==> config.mk <==
export PLATFORM = sky130hd
export DESIGN_NAME = pwm3_top
export DESIGN_NICKNAME = d
export VERILOG_FILES = /design/src/rtl/pwm3_pkg.sv /design/src/rtl/pwm3_timer.sv /design/src/rtl/pwm3_phase.sv /design/src/rtl/pwm3_chop.sv /design/src/rtl/pwm3_top.sv
export SDC_FILE = /design/constraint.sdc
export NUM_CORES = 1
export LEC_CHECK = 0
export ABC_AREA = 1
export BUFFER_PORTS_ARGS = -buffer_cell sky130_fd_sc_hd__buf_2
export CORE_ASPECT_RATIO = 1.4
export CORE_UTILIZATION = 55
export CTS_BUF_LIST = sky130_fd_sc_hd__clkbuf_16
export CTS_CLUSTER_DIAMETER = 80
export DETAILED_ROUTE_END_ITERATION = 8
export GPL_TIMING_DRIVEN = 0
export PLACE_DENSITY = 0.82
export SLEW_MARGIN = 30
export SYNTH_ARGS = -nofsm -noshare
export SYNTH_HDL_FRONTEND = slang
export SYNTH_SLANG_ARGS = --single-unit
==> constraint.sdc <==
create_clock -name clk -period 9.99 [get_ports clk]
set_input_delay 1.998 -clock clk [delete_from_list [all_inputs] [get_ports clk]]
set_output_delay 1.998 -clock clk [all_outputs]
set_load 0.02 [all_outputs]
==> src/rtl/pwm3_pkg.sv <==
package pwm3_pkg;
  localparam int ADDR_W = 3;
  localparam int NPH    = 3;

  typedef enum logic [ADDR_W-1:0] {
    A_PER  = 3'd0,
    A_DEAD = 3'd1,
    A_DEL  = 3'd2,
    A_DA   = 3'd3,
    A_DB   = 3'd4,
    A_DC   = 3'd5,
    A_CTRL = 3'd6,
    A_CHOP = 3'd7
  } reg_addr_e;

  // Control word, LSB first: en_hi[2:0], en_lo[5:3], swap[8:6], chop_hi 9, chop_lo 10, dbl 11
  typedef struct packed {
    logic           dbl;
    logic           chop_lo;
    logic           chop_hi;
    logic [NPH-1:0] swap;
    logic [NPH-1:0] en_lo;
    logic [NPH-1:0] en_hi;
  } ctrl_t;

  localparam int CTRL_W = $bits(ctrl_t);
endpackage

==> src/rtl/pwm3_timer.sv <==
module pwm3_timer #(
  parameter int W = 16
) (
  input  logic         clk,
  input  logic         rst,
  input  logic         start,
  input  logic [W-1:0] per_shd,
  input  logic         dbl,
  output logic [W-1:0] cnt,
  output logic         up,
  output logic         running,
  output logic         load,
  output logic [W-1:0] per_use,
  output logic [W-1:0] act_per,
  output logic         sync_q
);
  localparam logic [W-1:0] ONE = {{(W-1){1'b0}}, 1'b1};

  logic         load_s, load_m;
  logic [W-1:0] per_raw;

  assign load_s  = running & up & (cnt == '0);
  assign load_m  = running & dbl & ~up & (cnt == act_per);
  assign load    = load_s | load_m;
  assign per_raw = load_s ? per_shd : act_per;
  assign per_use = (per_raw == '0) ? ONE : per_raw;

  always_ff @(posedge clk) begin
    if (rst) begin
      cnt     <= '0;
      up      <= 1'b1;
      running <= 1'b0;
      act_per <= '0;
      sync_q  <= 1'b0;
    end else begin
      sync_q <= load_s;
      if (!running) begin
        running <= start;
        cnt     <= '0;
        up      <= 1'b1;
      end else begin
        act_per <= per_use;
        if (up) begin
          if (cnt == per_use - ONE) begin
            up  <= 1'b0;
            cnt <= per_use;
          end else begin
            cnt <= cnt + ONE;
          end
        end else if (cnt <= ONE) begin
          up  <= 1'b1;
          cnt <= '0;
        end else begin
          cnt <= cnt - ONE;
        end
      end
    end
  end
endmodule

==> src/rtl/pwm3_phase.sv <==
module pwm3_phase #(
  parameter int W = 16
) (
  input  logic         clk,
  input  logic         rst,
  input  logic         running,
  input  logic         load,
  input  logic         up,
  input  logic [W-1:0] cnt,
  input  logic [W-1:0] per_use,
  input  logic [W-1:0] duty_shd,
  input  logic [W-1:0] del_w,
  input  logic [W-1:0] dead_w,
  output logic         hi_dt,
  output logic         lo_dt
);
  localparam logic [W-1:0] ONE = {{(W-1){1'b0}}, 1'b1};

  logic [W-1:0] act_duty, duty_use, eff, run_q, run_now;
  logic [W:0]   sum;
  logic         on, ideal_q, prev_q;

  assign duty_use = load ? duty_shd : act_duty;

  always_comb begin
    if (duty_use >= per_use)           eff = per_use;
    else if (duty_use < del_w)         eff = '0;
    else if (per_use - duty_use < del_w) eff = per_use;
    else                               eff = duty_use;
  end

  assign sum = {1'b0, cnt} + {1'b0, eff};
  assign on  = up ? (sum >= {1'b0, per_use}) : (sum > {1'b0, per_use});

  assign run_now = (ideal_q != prev_q) ? ONE : ((run_q == '1) ? run_q : run_q + ONE);
  assign hi_dt   =  ideal_q & (run_now > dead_w);
  assign lo_dt   = ~ideal_q & (run_now > dead_w);

  always_ff @(posedge clk) begin
    if (rst) begin
      act_duty <= '0;
      ideal_q  <= 1'b0;
      prev_q   <= 1'b0;
      run_q    <= '0;
    end else begin
      act_duty <= duty_use;
      ideal_q  <= running & on;
      prev_q   <= ideal_q;
      run_q    <= run_now;
    end
  end
endmodule

==> src/rtl/pwm3_chop.sv <==
module pwm3_chop #(
  parameter int W = 16
) (
  input  logic         clk,
  input  logic         rst,
  input  logic [W-1:0] div,
  output logic         carrier
);
  logic [W-1:0] cnt_q;

  always_ff @(posedge clk) begin
    if (rst) begin
      cnt_q   <= '0;
      carrier <= 1'b0;
    end else if (cnt_q >= div) begin
      cnt_q   <= '0;
      carrier <= ~carrier;
    end else begin
      cnt_q <= cnt_q + {{(W-1){1'b0}}, 1'b1};
    end
  end
endmodule

==> src/rtl/pwm3_top.sv <==
module pwm3_top
  import pwm3_pkg::*;
#(
  parameter int W = 16
) (
  input  logic              clk,
  input  logic              rst,
  input  logic              wr_en,
  input  logic [ADDR_W-1:0] wr_addr,
  input  logic [W-1:0]      wr_data,
  input  logic              trip,
  output logic              sync_pulse,
  output logic [NPH-1:0]    gate_hi,
  output logic [NPH-1:0]    gate_lo
);
  logic [W-1:0] per_r, dead_r, del_r, chopd_r;
  logic [W-1:0] duty_r [NPH];
  ctrl_t        ctrl_r;
  logic         tripped_q, start, carrier;
  logic         running, load, up;
  logic [W-1:0] cnt, per_use, act_per;
  logic [NPH-1:0] hi_dt, lo_dt, gate_hi_q, gate_lo_q;

  assign start = wr_en & ((wr_addr == A_DA) | (wr_addr == A_DB) | (wr_addr == A_DC));

  always_ff @(posedge clk) begin
    if (rst) begin
      per_r   <= '0;
      dead_r  <= '0;
      del_r   <= '0;
      chopd_r <= '0;
      ctrl_r  <= '0;
      for (int i = 0; i < NPH; i++) duty_r[i] <= '0;
    end else if (wr_en) begin
      case (reg_addr_e'(wr_addr))
        A_PER:   per_r     <= wr_data;
        A_DEAD:  dead_r    <= wr_data;
        A_DEL:   del_r     <= wr_data;
        A_DA:    duty_r[0] <= wr_data;
        A_DB:    duty_r[1] <= wr_data;
        A_DC:    duty_r[2] <= wr_data;
        A_CTRL:  ctrl_r    <= ctrl_t'(wr_data[CTRL_W-1:0]);
        default: chopd_r   <= wr_data;
      endcase
    end
  end

  pwm3_timer #(.W(W)) u_tmr (
    .clk(clk), .rst(rst), .start(start), .per_shd(per_r), .dbl(ctrl_r.dbl),
    .cnt(cnt), .up(up), .running(running), .load(load), .per_use(per_use),
    .act_per(act_per), .sync_q(sync_pulse)
  );

  for (genvar g = 0; g < NPH; g++) begin : g_ph
    pwm3_phase #(.W(W)) u_ph (
      .clk(clk), .rst(rst), .running(running), .load(load), .up(up), .cnt(cnt),
      .per_use(per_use), .duty_shd(duty_r[g]), .del_w(del_r), .dead_w(dead_r),
      .hi_dt(hi_dt[g]), .lo_dt(lo_dt[g])
    );
  end

  pwm3_chop #(.W(W)) u_chop (.clk(clk), .rst(rst), .div(chopd_r), .carrier(carrier));

  always_ff @(posedge clk) begin
    if (rst) begin
      gate_hi_q <= '0;
      gate_lo_q <= '0;
      tripped_q <= 1'b0;
    end else begin
      for (int i = 0; i < NPH; i++) begin
        gate_hi_q[i] <= running & ctrl_r.en_hi[i] & (~ctrl_r.chop_hi | carrier) &
                        (ctrl_r.swap[i] ? lo_dt[i] : hi_dt[i]);
        gate_lo_q[i] <= running & ctrl_r.en_lo[i] & (~ctrl_r.chop_lo | carrier) &
                        (ctrl_r.swap[i] ? hi_dt[i] : lo_dt[i]);
      end
      if (trip)                                 tripped_q <= 1'b1;
      else if (wr_en && (wr_addr == A_CTRL))    tripped_q <= 1'b0;
    end
  end

  assign gate_hi = gate_hi_q & {NPH{~(trip | tripped_q)}};
  assign gate_lo = gate_lo_q & {NPH{~(trip | tripped_q)}};
endmodule

==> out/qor.csv <==
metric,value,unit
ir_drop,169,µV
dieArea,0.0437,mm²
yosysSeqAreaShare,0.263,
insertion_delay,580,ps
grt_max_degree,17,
area_growth,8.05,%
yosysTopAreaCell,dfxtp_1,
syn-num-nets,3711,
cts_sinks,285,
antenna_found_initial,2,
tritoncts,built,
rrSetupSlack,550,ps
worstHoldStart,ctrl_r[0],
io_pins,30,
cts_buffers,27,
drt_iter0_drc,1806,
reg2reg_from,u_tmr.cnt[14],
via_per_inst,5.80,
synth.distinct_cells,63,
crit_path_max_fanout,11,
finalWirelength,77000,µm
start_kind,register,
ant_nets,0,
die_h,247,µm
power.leakage,0.0125,µW
crit_required,10500,ps
avgRoutedWirePerCell,19.2,µm
netlist_area,0.0235,mm²
insertedDiodeCount,0,
dr_total_vias,23296,
initial_core_util,0.558,
fmax,0.106,GHz
dr.pass1.iters,9,
critical_path.n_buffers_inverters,8,
synth.area.top_cells,"dfxtp_1, ha_1, nand2_1",
root_buffer,clkbuf_16,
timing.hold.ws,457,ps
numPortBuffers,28,
yosysTopAreaCellShare,0.202,
r2r_cells,56,
slew_violations,0,
drv_cap,0,
nets,3774,
status,"complete, no violations",
ys_seq_elements,285,
finalCritPeriodShare,0.945,
hpwl,61100,µm
layout_common_cells,"nand2_1, inv_1, nor2_1",
core,0.0422,mm²
synth_edf_count,48,
fillers,3885,
die_w,177,µm
min_delay_path_depth,2,
grt_use_total,0.351,
path_clk_slew,70,ps
cts_buffer_depth,3,
yosys_warnings,0,
timing.slew.headroom,0.335,
route.detailed.drc,0,
layout-drive-gt1-share,0.0761,
hold_viol,0,
layout_commonest_cell,nand2_1,
synthArstFlopShare,0,
gr-total-overflow,0,
criticalPathCategory,reg -> reg,
max_stage_delay,560,ps
htree_num_levels,1,
worstReg2RegEnd,g_ph[2].u_ph.ideal_q,
gp_congestion,1.06,
postSynthCellCount,3386,
hp-class,reg -> reg,
cpMaxStageDelayCell,or4_1,
finalSetupViolCount,0,
arrival,9950,ps
tightestPinTransition,994,ps
hold_buffers,0,
cp-end-kind,register,
fin_util,0.603,
synth_ff_type,dfxtp_1,
whs_endpoint,gate_hi_q[0],
grt_pass1_wl,117000,µm
power.density,206,mW/mm²
first_global_vias,22027,
crit_family,simple AND/OR/NAND/NOR gates,
rows,89,
synth_area_per_cell,6.95,µm²
fin_crit,9440,ps
cpMostUsedCell,nand2_1,
fin_skew,22.3,ps
final cells by class:
cell class / count / area [µm²] / share of cell area
Clock inverter: 23 / 223 / 0.00875
Buffer: 89 / 499 / 0.0196
Clock buffer: 27 / 676 / 0.0266
Tap cell: 546 / 683 / 0.0269
Sequential cell: 285 / 6200 / 0.244
Inverter: 470 / 1770 / 0.0695
Timing Repair Buffer: 34 / 185 / 0.00728
Multi-Input combinational cell: 2542 / 15200 / 0.598
cells in the mapped netlist, types with 8 or more instances:
master / instances
nor3_1: 71
nor2_1: 329
nand4_1: 45
nand2_1: 732
nor4_1: 26
nand3b_1: 18
o21ai_2: 9
nor2_2: 12
nor2_4: 12
a21oi_1: 272
ha_1: 299
inv_1: 454
buf_6: 12
nand2_4: 11
buf_2: 8
o21bai_1: 31
nand2_2: 27
a211oi_1: 19
a31oi_1: 12
xor2_1: 115
or2_2: 18
and2_1: 9
inv_2: 14
o21ai_1: 8
o21ai_0: 186
clkbuf_1: 55
xnor2_1: 31
nand3_1: 157
buf_4: 11
o211ai_1: 23
edfxtp_1: 48
dfxtp_1: 237
logic make-up (layout without fill, tap and decap cells):
family,Yosys count,after routing,synth area share
AO/OA/AOI/OAI,604,604,0.145
AND/OR/NAND/NOR,1490,1490,0.281
buffers and inverters,559,643,0.0956
flip-flops,285,285,0.263
adder cells (fa/ha/maj),302,302,0.161
XOR/XNOR,146,146,0.0543
layer usage:
metal / vias up / share of wire / GRT usage
met5: - / 0.00043 / 0
met4: 4 / 0.11 / 0.328
met3: 353 / 0.066 / 0.0401
met2: 1055 / 0.47 / 0.605
met1: 10597 / 0.36 / 0.372
li1: 11287 / - / -
per-stage QoR:
stage | cell area, µm² | instances | setup WS (ps) | power (µW) | TNS, ps
2_1_floorplan | 23500 | 3386 | 2160 | 3410 | 0
3_3_place_gp | 24400 | 3960 | -307 | 4060 | -396
3_5_place_dp | 24400 | 3960 | -351 | 4120 | -580
4_1_cts | 25300 | 4010 | 4.18 | 5180 | 0
5_1_grt | 25400 | 4016 | -36.2 | 5650 | -36.2
6_report | 25400 | 4016 | 553 | 5250 | 0
registers in the layout, indices dropped and copies added (netlist names), 3 cells and up:
register            count
g_ph.u_ph.ideal_q       3
u_tmr.act_per          16
dead_r                 16
u_chop.cnt_q           16
duty_r                 48
u_tmr.cnt              16
gate_lo_q               3
g_ph.u_ph.run_q        48
chopd_r                16
ctrl_r                 12
g_ph.u_ph.prev_q        3
del_r                  16
per_r                  16
gate_hi_q               3
g_ph.u_ph.act_duty     48
tightest hold or removal path: stages (launching register included):
cell and delay [ps]:
dfxtp_1 300, inv_1 60, a211oi_1 50
worst max path at each step:
stage | startpoint | to | slack [ps] | cells past startpoint
floorplan | u_tmr.cnt[1] | g_ph[2].u_ph.ideal_q | 2160 | 55
global placement | u_tmr.cnt[1] | g_ph[2].u_ph.ideal_q | -310 | 54
CTS | u_tmr.cnt[1] | g_ph[2].u_ph.ideal_q | 4 | 54
detailed placement | u_tmr.cnt[1] | g_ph[2].u_ph.ideal_q | -350 | 54
finish | u_tmr.cnt[14] | g_ph[2].u_ph.ideal_q | 550 | 56
global route | u_tmr.cnt[1] | g_ph[2].u_ph.ideal_q | -40 | 56
what timing repair did:
action                                  CTS  global route
setup buffers                             0             6
resized for setup                         6            48
gates cloned                              0             0
pin swaps                                 0             3
endpoints found under the setup margin    3             3
power by group:
| part | switching [µW] | internal (µW) | total [µW] |
|---|---|---|---|
| clock | 478 | 578 | 1060 |
| sequential | 33.8 | 1230 | 1260 |
| combinational | 1890 | 1050 | 2930 |
Note: power is estimated with default switching activity, not from simulation.
